<file path="src/rtl/rsc_pkg.sv">
package rsc_pkg;

    typedef enum logic [1:0] {
        ST_IDLE,
        ST_READ,
        ST_DRAIN,
        ST_DONE
    } rsc_state_e;

    // Per-read tag carried alongside the memory latency.
    typedef struct packed {
        logic vld;     // a byte returns this cycle
        logic odd;     // byte sits at an odd address (low half of a word)
        logic is_ref;  // byte belongs to the stored checksum
        logic last;    // final byte of the image
    } rsc_tag_t;

endpackage

</file>
<file path="src/rtl/rsc_read_seq.sv">
module rsc_read_seq
    import rsc_pkg::*;
#(
    parameter int MEM_BYTES = 256,
    parameter int RD_LAT    = 2,
    localparam int ADDR_W   = $clog2(MEM_BYTES)
) (
    input  logic              clk,
    input  logic              rst_n,
    input  logic              clr_i,
    input  logic              issue_i,
    output logic              rd_en_o,
    output logic [ADDR_W-1:0] rd_addr_o,
    output logic              last_issue_o,
    output rsc_tag_t          tag_o
);

    localparam logic [ADDR_W-1:0] LAST_A = ADDR_W'(MEM_BYTES - 1);
    localparam logic [ADDR_W-1:0] REF_A  = ADDR_W'(MEM_BYTES - 2);

    logic [ADDR_W-1:0] cnt_q;
    rsc_tag_t          head;

    always_ff @(posedge clk) begin
        if (!rst_n || clr_i) begin
            cnt_q <= '0;
        end else if (issue_i) begin
            cnt_q <= cnt_q + ADDR_W'(1);
        end
    end

    assign rd_en_o      = issue_i;
    assign rd_addr_o    = cnt_q;
    assign last_issue_o = issue_i && (cnt_q == LAST_A);

    always_comb begin
        head = '0;
        if (issue_i) begin
            head.vld    = 1'b1;
            head.odd    = cnt_q[0];
            head.is_ref = (cnt_q >= REF_A);
            head.last   = (cnt_q == LAST_A);
        end
    end

    // Tag delay line matching the memory read latency.
    generate
        if (RD_LAT == 1) begin : g_lat_one
            rsc_tag_t pipe_q;
            always_ff @(posedge clk) begin
                if (!rst_n) pipe_q <= '0;
                else        pipe_q <= head;
            end
            assign tag_o = pipe_q;
        end else begin : g_lat_multi
            rsc_tag_t pipe_q [RD_LAT];
            always_ff @(posedge clk) begin
                if (!rst_n) begin
                    for (int i = 0; i < RD_LAT; i++) pipe_q[i] <= '0;
                end else begin
                    pipe_q[0] <= head;
                    for (int i = 1; i < RD_LAT; i++) pipe_q[i] <= pipe_q[i-1];
                end
            end
            assign tag_o = pipe_q[RD_LAT-1];
        end
    endgenerate

endmodule

</file>
<file path="src/rtl/rsc_fold.sv">
module rsc_fold
    import rsc_pkg::*;
(
    input  logic        clk,
    input  logic        rst_n,
    input  logic        clr_i,
    input  rsc_tag_t    tag_i,
    input  logic [7:0]  byte_i,
    output logic [15:0] calc_o,
    output logic [15:0] ref_o
);

    logic [7:0]  hi_q;
    logic [15:0] acc_q;
    logic [15:0] ref_q;
    logic [15:0] word;

    assign word = {hi_q, byte_i};

    always_ff @(posedge clk) begin
        if (!rst_n || clr_i) begin
            hi_q  <= '0;
            acc_q <= '0;
            ref_q <= '0;
        end else if (tag_i.vld) begin
            if (!tag_i.odd) begin
                hi_q <= byte_i;
            end else if (tag_i.is_ref) begin
                ref_q <= word;
            end else begin
                acc_q <= acc_q ^ word;
            end
        end
    end

    assign calc_o = acc_q;
    assign ref_o  = ref_q;

endmodule

</file>
<file path="src/rtl/rom_sig_check.sv">
module rom_sig_check
    import rsc_pkg::*;
#(
    parameter int MEM_BYTES = 256,
    parameter int RD_LAT    = 2,
    localparam int ADDR_W   = $clog2(MEM_BYTES)
) (
    input  logic              clk,
    input  logic              rst_n,
    input  logic              start_i,
    output logic              rd_en_o,
    output logic [ADDR_W-1:0] rd_addr_o,
    input  logic [7:0]        rd_data_i,
    output logic              busy_o,
    output logic              done_o,
    output logic              pass_o,
    output logic [15:0]       calc_sum_o,
    output logic [15:0]       ref_sum_o
);

    rsc_state_e state_q, state_d;
    logic       boot_q;
    logic       pass_q;
    logic       accept;
    logic       issue;
    logic       last_issue;
    logic       match;
    rsc_tag_t   tag;

    assign accept = (state_q == ST_IDLE) && (boot_q || start_i);
    assign match  = (calc_sum_o == ref_sum_o);

    rsc_read_seq #(
        .MEM_BYTES (MEM_BYTES),
        .RD_LAT    (RD_LAT)
    ) u_seq (
        .clk          (clk),
        .rst_n        (rst_n),
        .clr_i        (accept),
        .issue_i      (issue),
        .rd_en_o      (rd_en_o),
        .rd_addr_o    (rd_addr_o),
        .last_issue_o (last_issue),
        .tag_o        (tag)
    );

    rsc_fold u_fold (
        .clk    (clk),
        .rst_n  (rst_n),
        .clr_i  (accept),
        .tag_i  (tag),
        .byte_i (rd_data_i),
        .calc_o (calc_sum_o),
        .ref_o  (ref_sum_o)
    );

    // State register and run bookkeeping.
    always_ff @(posedge clk) begin
        if (!rst_n) begin
            state_q <= ST_IDLE;
            boot_q  <= 1'b1;
            pass_q  <= 1'b0;
        end else begin
            state_q <= state_d;
            if (accept) begin
                boot_q <= 1'b0;
                pass_q <= 1'b0;
            end else if (state_q == ST_DONE) begin
                pass_q <= match;
            end
        end
    end

    // Next-state logic.
    always_comb begin
        state_d = state_q;
        unique case (state_q)
            ST_IDLE:  if (accept)                 state_d = ST_READ;
            ST_READ:  if (last_issue)             state_d = ST_DRAIN;
            ST_DRAIN: if (tag.vld && tag.last)    state_d = ST_DONE;
            ST_DONE:                              state_d = ST_IDLE;
            default:                              state_d = ST_IDLE;
        endcase
    end

    // Outputs decoded from the state.
    always_comb begin
        issue  = 1'b0;
        busy_o = 1'b0;
        done_o = 1'b0;
        pass_o = pass_q;
        unique case (state_q)
            ST_IDLE:  ;
            ST_READ:  begin issue = 1'b1; busy_o = 1'b1; end
            ST_DRAIN: busy_o = 1'b1;
            ST_DONE:  begin done_o = 1'b1; pass_o = match; end
            default:  ;
        endcase
    end

endmodule

</file>
<file path="config.mk">
export PLATFORM = sky130hd
export DESIGN_NAME = rom_sig_check
export DESIGN_NICKNAME = d
export VERILOG_FILES = /design/src/rtl/rsc_pkg.sv /design/src/rtl/rsc_read_seq.sv /design/src/rtl/rsc_fold.sv /design/src/rtl/rom_sig_check.sv
export SDC_FILE = /design/constraint.sdc
export NUM_CORES = 1
export LEC_CHECK = 0
export BUFFER_PORTS_ARGS = -buffer_cell sky130_fd_sc_hd__buf_2
export CORE_ASPECT_RATIO = 1.5
export CORE_MARGIN = 2
export CORE_UTILIZATION = 54
export CTS_CLUSTER_DIAMETER = 200
export DETAILED_ROUTE_END_ITERATION = 6
export GPL_TIMING_DRIVEN = 0
export HOLD_SLACK_MARGIN = 0.03
export PLACE_DENSITY = 0.83
export SLEW_MARGIN = 5
export SYNTH_ARGS = -nofsm -noshare
export SYNTH_HDL_FRONTEND = slang
export SYNTH_HIERARCHICAL = 1
export SYNTH_SLANG_ARGS = --single-unit
export TNS_END_PERCENT = 50
</file>
<file path="constraint.sdc">
create_clock -name clk -period 2.7 [get_ports clk]
set_input_delay 0.675 -clock clk [delete_from_list [all_inputs] [get_ports clk]]
set_output_delay 0.675 -clock clk [all_outputs]
set_load 0.01 [all_outputs]
</file>
# Word-level counts from Yosys, hierarchy flattened
# Memories as Yosys holds them, arrays and structs flattened.
# Cells that the tools add are included.
dict set report op_classes {
  addsub 1
  n_mul 0
  div 0
  order_cmp 1
  n_eq_ne 8
  n_shift 0
  n_mux 13
  bitwise 6
  n_reduce_logical 13
}
# op n
set ops {}
lappend ops {{$eq A16 B16 Y1} 1}
lappend ops {{$xor A16 B16 Y16} 1}
lappend ops {{$mux W4} 3}
lappend ops {{$reduce_and A3 Y1} 3}
lappend ops {{$add A8 B1 Y8 const B} 1}
lappend ops {{$eq A8 B8 Y1 const B} 1}
lappend ops {{$ge A8 B8 Y1 const B} 1}
lappend ops {{$pmux W2 S4} 1}
lappend ops {{$mux W1} 6}
lappend ops {{$mux W2} 3}
lappend ops {{$eq A2 B2 Y1 const B} 2}
lappend ops {{$ne A2 B2 Y1 const B} 2}
lappend ops {{$reduce_or A2 Y1} 2}
lappend ops {{$logic_and A1 B1 Y1} 3}
lappend ops {{$not A1 Y1} 3}
lappend ops {{$eq A2 B1 Y1 const B} 1}
lappend ops {{$logic_not A2 Y1} 1}
lappend ops {{$logic_or A1 B1 Y1} 2}
lappend ops {{$ne A2 B1 Y1 const B} 1}
lappend ops {{$or A1 B1 Y1} 2}
lappend ops {{$reduce_and A2 Y1} 1}
lappend ops {{$logic_not A1 Y1} 1}
dict set report totals {
  register_bits 52
  latchBits 0
  mem_bits_rw 8
  mem_bits_ro 0
  input_bits 11
  output_inout_bits 44
  mem_count 1
}
# memory depth width rd rd_clocked_by_memory_dff wr line
set mem_list {}
lappend mem_list {u_seq.g_lat_multi.pipe_q 2 4 2 0 2 rsc_read_seq.sv:56} ;# rsc_tag_t pipe_q [RD_LAT];

# Longest topological paths before layout
# Gate-level depths: netlist of run 1.
dict set report depth {
  ltp_word 5
  depth_mapped 9
  ltp_nobuf 8
}

# By module
# Netlist of run 1, hierarchy kept.
# module n_inst cells_each area_per_inst_um2
set by_module_without_submodules {}
lappend by_module_without_submodules {rsc_fold 1 169 1576.5}
lappend by_module_without_submodules {rsc_read_seq 1 65 628.1}
lappend by_module_without_submodules {rom_sig_check 1 52 430.4}

# Least setup slack after synthesis of run 1
# OpenSTA, ideal clock, no wires.
dict set report synth_timing {
  path_type {register to output}
  start {register u_fold.ref_q[0] (netlist: u_fold/ref_o[0])}
  end {output port pass_o}
  arrival_time_ps 1267
  required_ps 2025
  path_slack_ps 758
  path_stages_with_launch 5
  cell_sequence {dfxtp_1 -> xor2_1 -> nor4_1 -> nand3_1 -> o31ai_1}
}
dict set report synth_via {
  elab_chain_cells 2
}
# item line
set synth_lines {}
lappend synth_lines {{from (decl)} rsc_fold.sv:15} ;# logic [15:0] ref_q;
lappend synth_lines {{from (signal assigned)} rsc_fold.sv:29} ;# ref_q <= word;
lappend synth_lines {{$eq A16 B16 Y1} rom_sig_check.sv:31} ;# assign match = (calc_sum_o == ref_sum_o);
lappend synth_lines {{$mux W1} -}
lappend synth_lines {{to (decl)} rom_sig_check.sv:16} ;# output logic pass_o,
# No other way between the ends.

# Final worst setup path of run 1
dict set report layout_timing {
  start {register u_fold.ref_q[15] (netlist: u_fold/ref_o[15])}
  end {output port pass_o}
}
# The elaborated chain is that of the path after synthesis.

==> tab_implementation.tex, run 1 <==
\begin{tabular}{lr}
\hline
Metric & Value \\
\hline
\multicolumn{2}{l}{\textbf{Outcome}} \\
\quad Status & finished clean \\
\multicolumn{2}{l}{\textbf{Die}} \\
\quad CORE AREA & 4770 um2 \\
\quad Row count & 31 \\
\quad Effective utilization at floorplan & 55.2\% \\
\quad Die area & 5470 um2 \\
\quad I/O pin count & 55 \\
\quad Overall die width & 61.0 um \\
\quad Y dimension of the die & 89.6 um \\
\multicolumn{2}{l}{\textbf{Worst setup path}} \\
\quad Critical path destination & pass\_o \\
\quad Terminus of the critical flop-to-flop path & state\_q[1]\$\_SDFFE\_PN0P\_ \\
\quad Flop-to-flop setup slack & 450 ps \\
\quad Start point of the critical path & u\_fold/ref\_o[15]\$\_SDFFE\_PP0P\_ \\
\quad Arrival @ worst endpoint & 1820 ps \\
\quad Launching point of the worst reg2reg path & state\_q[1]\$\_SDFFE\_PN0P\_ \\
\quad Worst Setup End Kind & output pin \\
\quad Required time at the endpoint of the critical path & 2030 ps \\
\quad Largest fanout on the critical path & 3 \\
\quad Length in cells of the worst reg-to-reg path & 9 \\
\quad CP startpoint kind & flop \\
\quad Classification of the worst setup path & flop to output pin \\
\multicolumn{2}{l}{\textbf{Timing}} \\
\quad Worst rel slew slack & 57.6\% \\
\quad Final number of hold-violating endpoints & 0 \\
\quad Final critical delay including setup and external delays & 2490 ps \\
\quad Max-slew violation total from the final report & 0 \\
\quad Final-report setup violation count & 0 \\
\quad Unrepaired setup endpoints after global routing & false \\
\quad Final period util & 92.4\% \\
\quad Post-Route Setup TNS & 0 ps \\
\quad Post-route clock skew & 8.33 ps \\
\quad Pin slew with the least headroom to its limit & 636 ps \\
\quad F\_max & 401 MHz \\
\multicolumn{2}{l}{\textbf{Finish}} \\
\quad Cell Count, Final, Fillers Out & 422 \\
\quad Growth of design area from synthesis to finish & 20.5\% \\
\quad Number of antenna cells inserted & 0 \\
\quad Proportion of layout cells with a drive suffix above 1 & 25.6\% \\
\quad Nets & 369 \\
\multicolumn{2}{l}{\textbf{Global route}} \\
\quad Total GRT Usage & 23.3\% \\
\quad Pin count of the biggest net entering global routing & 14 \\
\quad Overflow left after global routing & 0 \\
\quad First-pass GRT wire length & 9.18 mm \\
\quad Number of global-route vias before repair & 2,076 \\
\quad Number of antenna violations at the first check in global routing & 0 \\
\multicolumn{2}{l}{\textbf{Route}} \\
\quad Drt total wl & 5.91 mm \\
\quad Initial drt markers & 127 \\
\quad Vias per inst & 5.17 \\
\quad WL met2 & 3.27 mm \\
\quad DRC errors left & 0 \\
\quad Final antenna-violating net count & 0 \\
\quad Met1 wire length & 2.25 mm \\
\quad Routed vias & 2,180 \\
\quad Met3 routed WL & 314 um \\
\quad DR top layer & met4 \\
\quad Detailed Routing Iterations Pass 1 & 4 \\
\quad Wirelength per Cell & 14.0 um \\
\multicolumn{2}{l}{\textbf{Synthesis}} \\
\quad Cell count after synthesis & 286 \\
\quad Leading post-synthesis cells by instance count & dfxtp\_1, nand2\_1, nor2\_1, xor2\_1, nand4b\_1 \\
\quad Largest cells by area after synthesis & dfxtp\_1, xor2\_1, nand2\_1 \\
\quad Number of nets produced by synthesis & 304 \\
\quad Combinational family with the most area after synthesis & simple AND/OR/NAND/NOR gates \\
\quad Synthesized cell area & 2640 um2 \\
\quad Synth Register Bits & 60 \\
\quad Number of flops mapped to enable cells by yosys & 0 \\
\quad Share of the synthesized area in compound gates (AO/OA/AOI/OAI) & 6.93\% \\
\quad Netlist cell types & 33 \\
\quad Commonest register cell after synthesis & dfxtp\_1 \\
\quad Simple-gate portion of the synthesized area & 22.6\% \\
\quad Mean cell area of the mapped netlist & 9.21 um2 \\
\quad Most frequently used cell type in the post-synthesis netlist & dfxtp\_1 \\
\quad Area fraction of the dominant cell type after synthesis & 45.6\% \\
\quad Adder-Cell Fraction of Synth Area & 3.32\% \\
\quad Share of synthesized flip-flops with an asynchronous set or reset & 0\% \\
\quad Post-synth top area cell & dfxtp\_1 \\
\quad Xor and xnor area share after synthesis & 12.0\% \\
\quad Mux cell area share after synthesis & 3.42\% \\
\quad Warning count from the yosys run & 6 \\
\quad Sequential element share of the synthesized area & 45.6\% \\
\multicolumn{2}{l}{\textbf{Power}} \\
\quad Worst VDD drop & 0.572 mV \\
\quad Power Dens Cells & 680 nW/um2 \\
\quad Leakage power total & 1.39 nW \\
\multicolumn{2}{l}{\textbf{Clock network}} \\
\quad Maximum number of buffers from clock root to sink & 2 \\
\quad Root buffer cell & clkbuf\_8 \\
\quad CTS Hold Buffers Added & 0 \\
\quad TritonCTS clock tree & yes \\
\quad Worst skew pair latency & 340 ps \\
\quad H-Tree Depth & 3 \\
\quad Setup Buffers After CTS & 0 \\
\quad Sinks on the clock net & 60 \\
\quad CTS clock-pin slew for the worst setup and hold paths & 70 ps \\
\quad Total of cells resized after clock tree synthesis & 0 \\
\quad Number of buffers inserted during clock tree synthesis & 9 \\
\multicolumn{2}{l}{\textbf{Place}} \\
\quad Placed Instances & 406 \\
\quad Port Buffers & 54 \\
\quad HPWL reported at the end of detailed placement & 4.29 mm \\
\quad GP Congestion & 0.833 \\
\multicolumn{2}{l}{\textbf{Job}} \\
\quad Max-cap violations & 0 \\
\multicolumn{2}{l}{\textbf{Worst hold path}} \\
\quad Worst min-delay path category & flop to flop \\
\hline
\end{tabular}
[state kept, by name (all words and copies together) (netlist names)]
name / count
u_seq/g_lat_multi.pipe_q: 8
u_fold/ref_o: 16
u_seq/rd_addr_o: 8
state_q: 2
pass_q: 1
boot_q: 1
u_fold/calc_o: 16
u_fold/hi_q: 8
[cell type report]
type	instances	area (um2)
fillers	399	1600
multi-input cells	199	1270
flip-flops and latches	60	1200
repair buffers	54	270
clock buffers	12	165
plain buffers	20	135
well taps	66	82.6
inverters	7	26.3
clock inverters	4	22.5
[worst min-delay path by stage]
stage | start | to | slack (ps) | cells after the start
2_1_floorplan | u_seq/g_lat_multi.pipe_q[0][0]$_SDFF_PN0_ | u_seq/g_lat_multi.pipe_q[0][4]$_SDFF_PN0_ | 410 | 1
3_3_place_gp | u_seq/g_lat_multi.pipe_q[0][0]$_SDFF_PN0_ | u_seq/g_lat_multi.pipe_q[0][4]$_SDFF_PN0_ | 420 | 1
3_5_place_dp | u_seq/g_lat_multi.pipe_q[0][1]$_SDFF_PN0_ | u_seq/g_lat_multi.pipe_q[0][5]$_SDFF_PN0_ | 420 | 1
4_1_cts | u_seq/g_lat_multi.pipe_q[0][1]$_SDFF_PN0_ | u_seq/g_lat_multi.pipe_q[0][5]$_SDFF_PN0_ | 440 | 1
5_1_grt | u_seq/g_lat_multi.pipe_q[0][3]$_SDFF_PN0_ | u_seq/g_lat_multi.pipe_q[0][7]$_SDFF_PN0_ | 450 | 1
6_report | u_seq/g_lat_multi.pipe_q[0][1]$_SDFF_PN0_ | u_seq/g_lat_multi.pipe_q[0][5]$_SDFF_PN0_ | 440 | 1
[through the flow]
stage | util (%) | cell area (um2) | hold WS [ps] | total power, mW | setup WS [ps]
after floorplan | - | 2640 | 412 | 1.29 | 758
final | 66.6 | 3180 | 435 | 2.16 | 206
after global placement | 62.6 | 2990 | 415 | 1.41 | 520
after global routing | 66.6 | 3180 | 455 | 2.26 | 17.7
after CTS | 66.6 | 3180 | 438 | 2.17 | 177
after detailed placement | 62.6 | 2990 | 423 | 1.43 | 436
[critical path: stages (launching register included)]
cell	delay, ps
dfxtp_1	340
xor2_1	160
nor4_1	310
nand3_1	210
o31ai_1	280
buf_2	170
[layer usage]
layer  up-vias  global-route usage (%)
met5         -                       0
met4         0                    9.49
met3         7                    7.53
met2        59                    42.6
met1      1035                    23.6
li1       1079                       -
[cell usage in the layout (no fill, tap or decap), types with 3 or more instances in the layout]
cell	instances
and2_1	6
nor2_1	31
o21ai_0	4
nand2b_1	3
buf_2	57
ha_1	7
inv_1	7
a21oi_2	4
xor2_1	30
mux2i_1	9
clkinv_2	3
nand4_1	4
or3_1	4
nor3_1	3
a21oi_1	15
xnor2_1	6
nand3_1	4
buf_4	9
dfxtp_1	60
clkbuf_8	12
nand2_1	38
nand4b_1	16
buf_6	3
clkbuf_1	5
[cells by family after synthesis]
family | after synthesis
AOI/OAI and AO/OA | 30
xor gates and xnor gates | 36
adders and majority gates | 7
buffers and inverters | 27
DFF | 60
muxes | 9
and+or+nand+nor | 117
[power by group]
group          internal (mW)  total (mW)  switching [mW]  leakage, nW
clock network          0.403       0.746           0.343       0.0982
logic                  0.170       0.449           0.279        0.803
registers              0.924       0.962          0.0383        0.484
Power figures use the tool's default switching activity.
==> run 2, diff against run 1 <==
--- a/config.mk
+++ b/config.mk
@@ -9,10 +9,11 @@
 export CORE_ASPECT_RATIO = 1.5
 export CORE_MARGIN = 2
-export CORE_UTILIZATION = 54
+export CORE_UTILIZATION = 36
+export CTS_BUF_LIST = sky130_fd_sc_hd__clkbuf_8 sky130_fd_sc_hd__clkbuf_16
 export CTS_CLUSTER_DIAMETER = 200
 export DETAILED_ROUTE_END_ITERATION = 6
 export GPL_TIMING_DRIVEN = 0
 export HOLD_SLACK_MARGIN = 0.03
-export PLACE_DENSITY = 0.83
+export PLACE_DENSITY = 0.6
 export SLEW_MARGIN = 5
 export SYNTH_ARGS = -nofsm -noshare
==> constraint.sdc (replaced) <==
create_clock -name clk -period 2.7 [get_ports clk]
set_input_delay 0.135 -clock clk [delete_from_list [all_inputs] [get_ports clk]]
set_output_delay 0.135 -clock clk [all_outputs]
set_load 0.01 [all_outputs]
==> tab_implementation.tex, run 2 (synthesized netlist as in run 1, its figures left out) <==
\begin{tabular}{lr}
\hline
Metric & Value \\
\hline
\multicolumn{2}{l}{\textbf{Timing}} \\
\quad Final Worst Setup Slack & 448 ps (was 206 ps) \\
\quad Post-route clock skew & 11.5 ps (was 8.33 ps) \\
\quad Post-Route Setup TNS & 0 ps (unchanged) \\
\quad Final number of hold-violating endpoints & 0 (unchanged) \\
\quad Final worst hold slack & 66.7 ps (was 435 ps) \\
\quad Final critical delay including setup and external delays & 2250 ps (was 2490 ps) \\
\quad Worst rel slew slack & 59.2\% (was 57.6\%) \\
\quad F\_max & 444 MHz (was 401 MHz) \\
\quad Max-slew violation total from the final report & 0 (unchanged) \\
\quad Unrepaired setup endpoints after global routing & false (unchanged) \\
\quad Final-report setup violation count & 0 (unchanged) \\
\quad Final period util & 83.4\% (was 92.4\%) \\
\quad Pin slew with the least headroom to its limit & 612 ps (was 636 ps) \\
\multicolumn{2}{l}{\textbf{Route}} \\
\quad Initial drt markers & 109 (was 127) \\
\quad WL met2 & 3.15 mm (was 3.27 mm) \\
\quad DR top layer & met4 (unchanged) \\
\quad Vias per inst & 4.70 (was 5.17) \\
\quad Final antenna-violating net count & 0 (unchanged) \\
\quad Met3 routed WL & 299 um (was 314 um) \\
\quad Drt total wl & 6.14 mm (was 5.91 mm) \\
\quad Met1 wire length & 2.53 mm (was 2.25 mm) \\
\quad Routed vias & 2,138 (was 2,180) \\
\quad DRC errors left & 0 (unchanged) \\
\quad Wirelength per Cell & 13.5 um (was 14.0 um) \\
\quad Detailed Routing Iterations Pass 1 & 4 (unchanged) \\
\multicolumn{2}{l}{\textbf{Power}} \\
\quad Logic pwr share & 18.8\% (was 20.8\%) \\
\quad Design internal power & 1.72 mW (was 1.50 mW) \\
\quad Worst VDD drop & 0.356 mV (was 0.572 mV) \\
\quad Power share of the sequential group & 40.3\% (was 44.6\%) \\
\quad Power Dens Cells & 730 nW/um2 (was 680 nW/um2) \\
\quad Switching pwr & 0.661 mW (was 0.660 mW) \\
\quad Leakage power total & 1.41 nW (was 1.39 nW) \\
\quad Net switching share of the total power & 27.7\% (was 30.6\%) \\
\quad Share of total power in the clock network & 40.9\% (was 34.6\%) \\
\multicolumn{2}{l}{\textbf{Clock network}} \\
\quad Maximum number of buffers from clock root to sink & 2 (unchanged) \\
\quad Worst skew pair latency & 340 ps (about the same) \\
\quad CTS clock-pin slew for the worst setup and hold paths & 70 ps (about the same) \\
\quad Total of cells resized after clock tree synthesis & 0 (unchanged) \\
\quad H-Tree Depth & 3 (unchanged) \\
\quad Root buffer cell & clkbuf\_8 (unchanged) \\
\quad CTS Hold Buffers Added & 0 (unchanged) \\
\quad Sinks on the clock net & 60 (unchanged) \\
\quad Number of buffers inserted during clock tree synthesis & 9 (unchanged) \\
\quad TritonCTS clock tree & yes (unchanged) \\
\quad Setup Buffers After CTS & 0 (unchanged) \\
\multicolumn{2}{l}{\textbf{Worst setup path}} \\
\quad Launching point of the worst reg2reg path & state\_q[1]\$\_SDFFE\_PN0P\_ (unchanged) \\
\quad Largest fanout on the critical path & 10 (was 3) \\
\quad Terminus of the critical flop-to-flop path & state\_q[1]\$\_SDFFE\_PN0P\_ (unchanged) \\
\quad Arrival @ worst endpoint & 2490 ps (was 1820 ps) \\
\quad Classification of the worst setup path & flop to flop (was flop to output pin) \\
\quad CP startpoint kind & flop (unchanged) \\
\quad Length in cells of the worst reg-to-reg path & 9 (unchanged) \\
\quad Required time at the endpoint of the critical path & 2940 ps (was 2030 ps) \\
\quad Flop-to-flop setup slack & 450 ps (about the same) \\
\quad Worst Setup End Kind & flop (was output pin) \\
\quad Start point of the critical path & state\_q[1]\$\_SDFFE\_PN0P\_ (was u\_fold/ref\_o[15]\$\_SDFFE\_PP0P\_) \\
\multicolumn{2}{l}{\textbf{Finish}} \\
\quad Growth of design area from synthesis to finish & 24.0\% (was 20.5\%) \\
\quad Top library cells by usage in the layout, fill and taps aside & dfxtp\_1, buf\_2, nand2\_1, nor2\_1, xor2\_1 (unchanged) \\
\quad Finished Core Util & 45.5\% (was 66.6\%) \\
\quad Fill cells & 726 (was 399) \\
\quad Proportion of layout cells with a drive suffix above 1 & 25.4\% (was 25.6\%) \\
\quad Fin area & 3270 um2 (was 3180 um2) \\
\quad Nets & 369 (unchanged) \\
\quad Commonest non-fill, non-tap cell in the layout & dfxtp\_1 (unchanged) \\
\quad Number of antenna cells inserted & 0 (unchanged) \\
\multicolumn{2}{l}{\textbf{Global route}} \\
\quad Pin count of the biggest net entering global routing & 14 (unchanged) \\
\quad Total GRT Usage & 16.4\% (was 23.3\%) \\
\quad Number of antenna violations at the first check in global routing & 0 (unchanged) \\
\quad Number of global-route vias before repair & 2,045 (was 2,076) \\
\quad First-pass GRT wire length & 9.77 mm (was 9.18 mm) \\
\quad Overflow left after global routing & 0 (unchanged) \\
\multicolumn{2}{l}{\textbf{Place}} \\
\quad GP Congestion & 0.806 (was 0.833) \\
\quad Worst slack, placed & 479 ps (was 436 ps) \\
\quad Placement Cell Area & 3030 um2 (was 2990 um2) \\
\quad Port Buffers & 54 (unchanged) \\
\quad HPWL reported at the end of detailed placement & 4.45 mm (was 4.29 mm) \\
\multicolumn{2}{l}{\textbf{Die}} \\
\quad Y dimension of the die & 109 um (was 89.6 um) \\
\quad Effective utilization at floorplan & 36.7\% (was 55.2\%) \\
\quad I/O pin count & 55 (unchanged) \\
\quad Overall die width & 73.9 um (was 61.0 um) \\
\quad Die area & 8030 um2 (was 5470 um2) \\
\quad CORE AREA & 7180 um2 (was 4770 um2) \\
\quad Row count & 38 (was 31) \\
\multicolumn{2}{l}{\textbf{Outcome}} \\
\quad Status & finished clean (unchanged) \\
\multicolumn{2}{l}{\textbf{Worst hold path}} \\
\quad Worst min-delay path category & input port to flop (was flop to flop) \\
\quad Endpoint, Worst Hold & u\_fold/ref\_o[3]\$\_SDFFE\_PP0P\_ (was u\_seq/g\_lat\_multi.pipe\_q[0][5]\$\_SDFF\_PN0\_) \\
\quad Worst hold path depth & 3 (was 1) \\
\quad Worst min-delay path startpoint & rd\_data\_i[3] (was u\_seq/g\_lat\_multi.pipe\_q[0][1]\$\_SDFF\_PN0\_) \\
\multicolumn{2}{l}{\textbf{Job}} \\
\quad Max-cap violations & 0 (unchanged) \\
\hline
\end{tabular}
## run 2: critical path, cell delays in order (launching register included)
cell,delay [ps]
dfxtp_1,340
inv_1,100
ha_1,230
buf_4,190
nand3_1,110
nor3_1,240
inv_1,80
a222oi_1,560
mux2i_1,240
nor2b_1,60
## run 2: stage by stage
stage	power, mW	instances
after detailed placement	1.43	440
after global placement	1.42	440
after global routing	2.52	455
final	2.39	455
after floorplan	1.29	286
after CTS	2.42	455
## run 2: final cells by class
| type | count | area (um2) | area share (%) |
|---|---|---|---|
| multi-input cells | 199 | 1270 | 38.9 |
| flip-flops and latches | 60 | 1200 | 36.8 |
| repair buffers | 54 | 270 | 8.27 |
| clock buffers | 10 | 138 | 4.21 |
| plain buffers | 20 | 135 | 4.13 |
| well taps | 100 | 125 | 3.83 |
| clock inverters | 5 | 100 | 3.06 |
| inverters | 7 | 26.3 | 0.804 |
## run 2: power groups by stage
stage / Combinational (mW) / Sequential [mW] / Clock, mW
detailed placement: 0.452 / 0.980 / 0
CTS: 0.454 / 0.960 / 1.00
floorplan: 0.317 / 0.976 / 0
global route: 0.498 / 0.968 / 1.05
global placement: 0.443 / 0.978 / 0
finish: 0.449 / 0.960 / 0.976
## run 2: per-layer routing
| metal | global-route usage [%] | vias to the layer above |
|---|---|---|
| met5 | 0 | - |
| met4 | 8.96 | 0 |
| met3 | 4.44 | 11 |
| met2 | 28.1 | 60 |
| met1 | 17.9 | 989 |
| li1 | - | 1078 |
## run 2: how the worst max path moves through the flow
stage                                    endpoint  slack, ps  cells after the start
final                     state_q[1]$_SDFFE_PN0P_        450                      9
after global routing      state_q[1]$_SDFFE_PN0P_        260                      9
after CTS                 state_q[1]$_SDFFE_PN0P_        470                      9
after detailed placement  state_q[1]$_SDFFE_PN0P_        480                      9
after global placement    state_q[1]$_SDFFE_PN0P_        480                      9
after floorplan           state_q[1]$_SDFFE_PN0P_        770                      9
==> run 3, diff against run 2 <==
ABC_AREA = 1   (was not set)
clock period = 2.3 ns   (was 2.7 ns; I/O delays follow)
==> tab_implementation.tex, run 3 <==
\begin{tabular}{lr}
\hline
Metric & Value \\
\hline
\multicolumn{2}{l}{\textbf{Synthesis}} \\
\quad Netlist cell types & 27 (was 33) \\
\quad Number of flops mapped to enable cells by yosys & 0 (unchanged) \\
\quad Post-synth top area cell & dfxtp\_1 (unchanged) \\
\quad Area fraction of the dominant cell type after synthesis & 41.1\% (was 45.6\%) \\
\quad Largest cells by area after synthesis & dfxtp\_1, nand2\_1, nor2\_1 (was dfxtp\_1, xor2\_1, nand2\_1) \\
\quad Synthesized cell area & 2920 um2 (was 2640 um2) \\
\quad Commonest register cell after synthesis & dfxtp\_1 (unchanged) \\
\quad Number of nets produced by synthesis & 436 (was 304) \\
\quad Most frequently used cell type in the post-synthesis netlist & nand2\_1 (was dfxtp\_1) \\
\quad Synth Register Bits & 60 (unchanged) \\
\quad Cell count after synthesis & 418 (was 286) \\
\quad Sequential element share of the synthesized area & 41.1\% (was 45.6\%) \\
\quad Mean cell area of the mapped netlist & 6.99 um2 (was 9.21 um2) \\
\quad Share of synthesized flip-flops with an asynchronous set or reset & 0\% (unchanged) \\
\quad Warning count from the yosys run & 6 (unchanged) \\
\quad Leading post-synthesis cells by instance count & nand2\_1, nor2\_1, dfxtp\_1, inv\_1, a21oi\_1 (was dfxtp\_1, nand2\_1, nor2\_1, xor2\_1, nand4b\_1) \\
\multicolumn{2}{l}{\textbf{Worst setup path}} \\
\quad Number of buffers and inverters on the critical path & 4 (was 3) \\
\quad Ordered list of cells on the worst path & inv\_1 > ha\_1 > o21ai\_0 > inv\_1 > nor2\_4 > inv\_1 > buf\_2 > a21oi\_1 (was inv\_1 > ha\_1 > buf\_4 > nand3\_1 > nor3\_1 > inv\_1 > a222oi\_1 > mux2i\_1 > nor2b\_1) \\
\quad Required time at the endpoint of the critical path & 2540 ps (was 2940 ps) \\
\quad Length in cells of the worst reg-to-reg path & 8 (was 9) \\
\quad Most frequent CP cell & inv\_1 (unchanged) \\
\quad Arrival @ worst endpoint & 1980 ps (was 2490 ps) \\
\quad Gate family responsible for the most delay along the worst path & buffers and inverters (was compound AO/OA/AOI/OAI gates) \\
\quad Classification of the worst setup path & flop to flop (unchanged) \\
\quad Largest fanout on the critical path & 10 (unchanged) \\
\quad Total stage count of the critical path & 8 (was 9) \\
\quad Worst-path cell with the longest stage delay & dfxtp\_1 (was a222oi\_1) \\
\quad Critical Path Max Stage Delay & 360 ps (was 560 ps) \\
\quad Worst Setup End Kind & flop (unchanged) \\
\quad CP startpoint kind & flop (unchanged) \\
\multicolumn{2}{l}{\textbf{Route}} \\
\quad Vias per inst & 4.63 (was 4.70) \\
\quad Detailed Routing Iterations Pass 1 & 4 (unchanged) \\
\quad Routed vias & 2,738 (was 2,138) \\
\quad Final antenna-violating net count & 0 (unchanged) \\
\quad Drt total wl & 7.04 mm (was 6.14 mm) \\
\quad DRC errors left & 0 (unchanged) \\
\quad Initial drt markers & 90 (was 109) \\
\quad Wirelength per Cell & 11.9 um (was 13.5 um) \\
\multicolumn{2}{l}{\textbf{Timing}} \\
\quad Final number of hold-violating endpoints & 0 (unchanged) \\
\quad Post-route clock skew & 4.27 ps (was 11.5 ps) \\
\quad Pin slew with the least headroom to its limit & 328 ps (was 612 ps) \\
\quad Worst rel slew slack & 78.0\% (was 59.2\%) \\
\quad Final period util & 75.7\% (was 83.4\%) \\
\quad Post-Route Setup TNS & 0 ps (unchanged) \\
\quad F\_max & 574 MHz (was 444 MHz) \\
\quad Unrepaired setup endpoints after global routing & false (unchanged) \\
\quad Final-report setup violation count & 0 (unchanged) \\
\quad Max-slew violation total from the final report & 0 (unchanged) \\
\quad Final critical delay including setup and external delays & 1740 ps (was 2250 ps) \\
\multicolumn{2}{l}{\textbf{Global route}} \\
\quad Pin count of the biggest net entering global routing & 12 (was 14) \\
\quad Overflow left after global routing & 0 (unchanged) \\
\quad First-pass GRT wire length & 11.6 mm (was 9.77 mm) \\
\quad Number of global-route vias before repair & 2,531 (was 2,045) \\
\quad Total GRT Usage & 16.8\% (was 16.4\%) \\
\quad Number of antenna violations at the first check in global routing & 0 (unchanged) \\
\multicolumn{2}{l}{\textbf{Power}} \\
\quad Worst VDD drop & 0.751 mV (was 0.356 mV) \\
\quad Power Dens Cells & 826 nW/um2 (was 730 nW/um2) \\
\quad Net switching share of the total power & 29.0\% (was 27.7\%) \\
\quad Leakage power total & 1.67 nW (was 1.41 nW) \\
\quad Logic pwr share & 20.6\% (was 18.8\%) \\
\quad Switching pwr & 0.862 mW (was 0.661 mW) \\
\quad Share of total power in the clock network & 41.2\% (was 40.9\%) \\
\quad Power share of the sequential group & 38.2\% (was 40.3\%) \\
\quad Design internal power & 2.11 mW (was 1.72 mW) \\
\multicolumn{2}{l}{\textbf{Clock network}} \\
\quad CTS clock-pin slew for the worst setup and hold paths & 50 ps (was 70 ps) \\
\quad Number of buffers inserted during clock tree synthesis & 9 (unchanged) \\
\quad TritonCTS clock tree & yes (unchanged) \\
\quad Setup Buffers After CTS & 0 (unchanged) \\
\quad Worst skew pair latency & 310 ps (was 340 ps) \\
\quad Sinks on the clock net & 60 (unchanged) \\
\quad Total of cells resized after clock tree synthesis & 0 (unchanged) \\
\quad CTS Hold Buffers Added & 0 (unchanged) \\
\quad Maximum number of buffers from clock root to sink & 2 (unchanged) \\
\quad Root buffer cell & clkbuf\_16 (was clkbuf\_8) \\
\quad H-Tree Depth & 3 (unchanged) \\
\multicolumn{2}{l}{\textbf{Die}} \\
\quad Die area & 8870 um2 (was 8030 um2) \\
\quad Y dimension of the die & 114 um (was 109 um) \\
\quad Overall die width & 77.6 um (was 73.9 um) \\
\quad I/O pin count & 55 (unchanged) \\
\quad Effective utilization at floorplan & 36.7\% (about the same) \\
\quad Row count & 40 (was 38) \\
\quad CORE AREA & 7960 um2 (was 7180 um2) \\
\multicolumn{2}{l}{\textbf{Place}} \\
\quad HPWL reported at the end of detailed placement & 5.28 mm (was 4.45 mm) \\
\quad GP Congestion & 0.893 (was 0.806) \\
\quad Port Buffers & 54 (unchanged) \\
\multicolumn{2}{l}{\textbf{Finish}} \\
\quad Finished Core Util & 45.3\% (was 45.5\%) \\
\quad Proportion of layout cells with a drive suffix above 1 & 21.2\% (was 25.4\%) \\
\quad Nets & 501 (was 369) \\
\quad Number of antenna cells inserted & 0 (unchanged) \\
\quad Fill cells & 810 (was 726) \\
\quad Commonest non-fill, non-tap cell in the layout & nand2\_1 (was dfxtp\_1) \\
\quad Top library cells by usage in the layout, fill and taps aside & nand2\_1, nor2\_1, dfxtp\_1, buf\_2, inv\_1 (was dfxtp\_1, buf\_2, nand2\_1, nor2\_1, xor2\_1) \\
\quad Growth of design area from synthesis to finish & 23.2\% (was 24.0\%) \\
\multicolumn{2}{l}{\textbf{Job}} \\
\quad Max-cap violations & 0 (unchanged) \\
\multicolumn{2}{l}{\textbf{Worst hold path}} \\
\quad Worst hold path depth & 2 (was 3) \\
\quad Worst min-delay path category & input port to flop (unchanged) \\
\multicolumn{2}{l}{\textbf{Outcome}} \\
\quad Status & finished clean (unchanged) \\
\hline
\end{tabular}
-- run 3: cell types whose count changed in the layout (fill, tap and decap cells not counted), sizes merged, moves of 10 or more --
| cell | before | now |
|---|---|---|
| nand2 | 38 | 95 |
| xor2 | 30 | 2 |
| o21ai | 6 | 16 |
| nor2 | 31 | 77 |
| nand3 | 4 | 39 |
| a21oi | 19 | 37 |
| nand4b | 16 | 0 |
| inv | 7 | 59 |
-- run 3: per-layer routing --
metal	up-vias	global-route usage (%)	share of wire, %
met5	-	0	0
met1	1219	18.1	41
met4	0	6.79	2.3
met2	77	30.9	51
li1	1427	-	-
met3	15	4.34	5.4
-- run 3: final cells by class --
type / count / area, um2 / share of cell area (%)
Multi-Input combinational cell: 282 / 1350 / 37.6
Tap cell: 105 / 131 / 3.65
Buffer: 17 / 144 / 4.00
Clock inverter: 2 / 10.0 / 0.278
Sequential cell: 60 / 1200 / 33.4
Clock buffer: 12 / 267 / 7.40
Timing Repair Buffer: 54 / 270 / 7.51
Inverter: 59 / 224 / 6.22
-- run 3: cells by family after synthesis --
family	share of synthesized area (%)
and+or+nand+nor	32.1
buffers and inverters	12.6
xor gates and xnor gates	1.80
AOI/OAI and AO/OA	9.46
adders and majority gates	3.00
DFF	41.1
-- run 3: power by group through the flow --
stage	Combinational, mW	Sequential (mW)	Clock, mW
floorplan	0.452	1.15	0
global placement	0.605	1.15	0
detailed placement	0.621	1.16	0
CTS	0.623	1.14	1.25
global route	0.704	1.14	1.31
finish	0.613	1.14	1.23
-- run 3: final timing paths --
kind / end / start / slack (ps)
max: u_fold/ref_o[6]$_SDFFE_PP0P_ / state_q[0]$_SDFFE_PN0P_ / 560
min reg2reg: u_seq/g_lat_multi.pipe_q[0][6]$_SDFF_PN0_ / u_seq/g_lat_multi.pipe_q[0][2]$_SDFF_PN0_ / 410
min: boot_q$_SDFFE_PN1P_ / rst_n / 80
max reg2reg: u_fold/ref_o[6]$_SDFFE_PP0P_ / state_q[0]$_SDFFE_PN0P_ / 560
-- run 3: metrics by stage --
stage | setup slack (ps) | instance area [um2] | cells | hold WS (ps) | power [mW]
5_1_grt | 321 | 3600 | 591 | 90.6 | 3.16
4_1_cts | 521 | 3600 | 591 | 84.8 | 3.01
3_5_place_dp | 540 | 3320 | 577 | 403 | 1.78
3_3_place_gp | 581 | 3320 | 577 | 392 | 1.76
6_report | 559 | 3600 | 591 | 83.8 | 2.97
2_1_floorplan | 760 | 2920 | 418 | 184 | 1.60
-- run 3: worst reg2reg max path: cells and delay by family (launching register included) --
kind	cells	cell delay [ps]
buffers and inverters	4	650
adders and majority gates	1	210
DFF	1	360
and+or+nand+nor	1	190
AOI/OAI and AO/OA	2	260
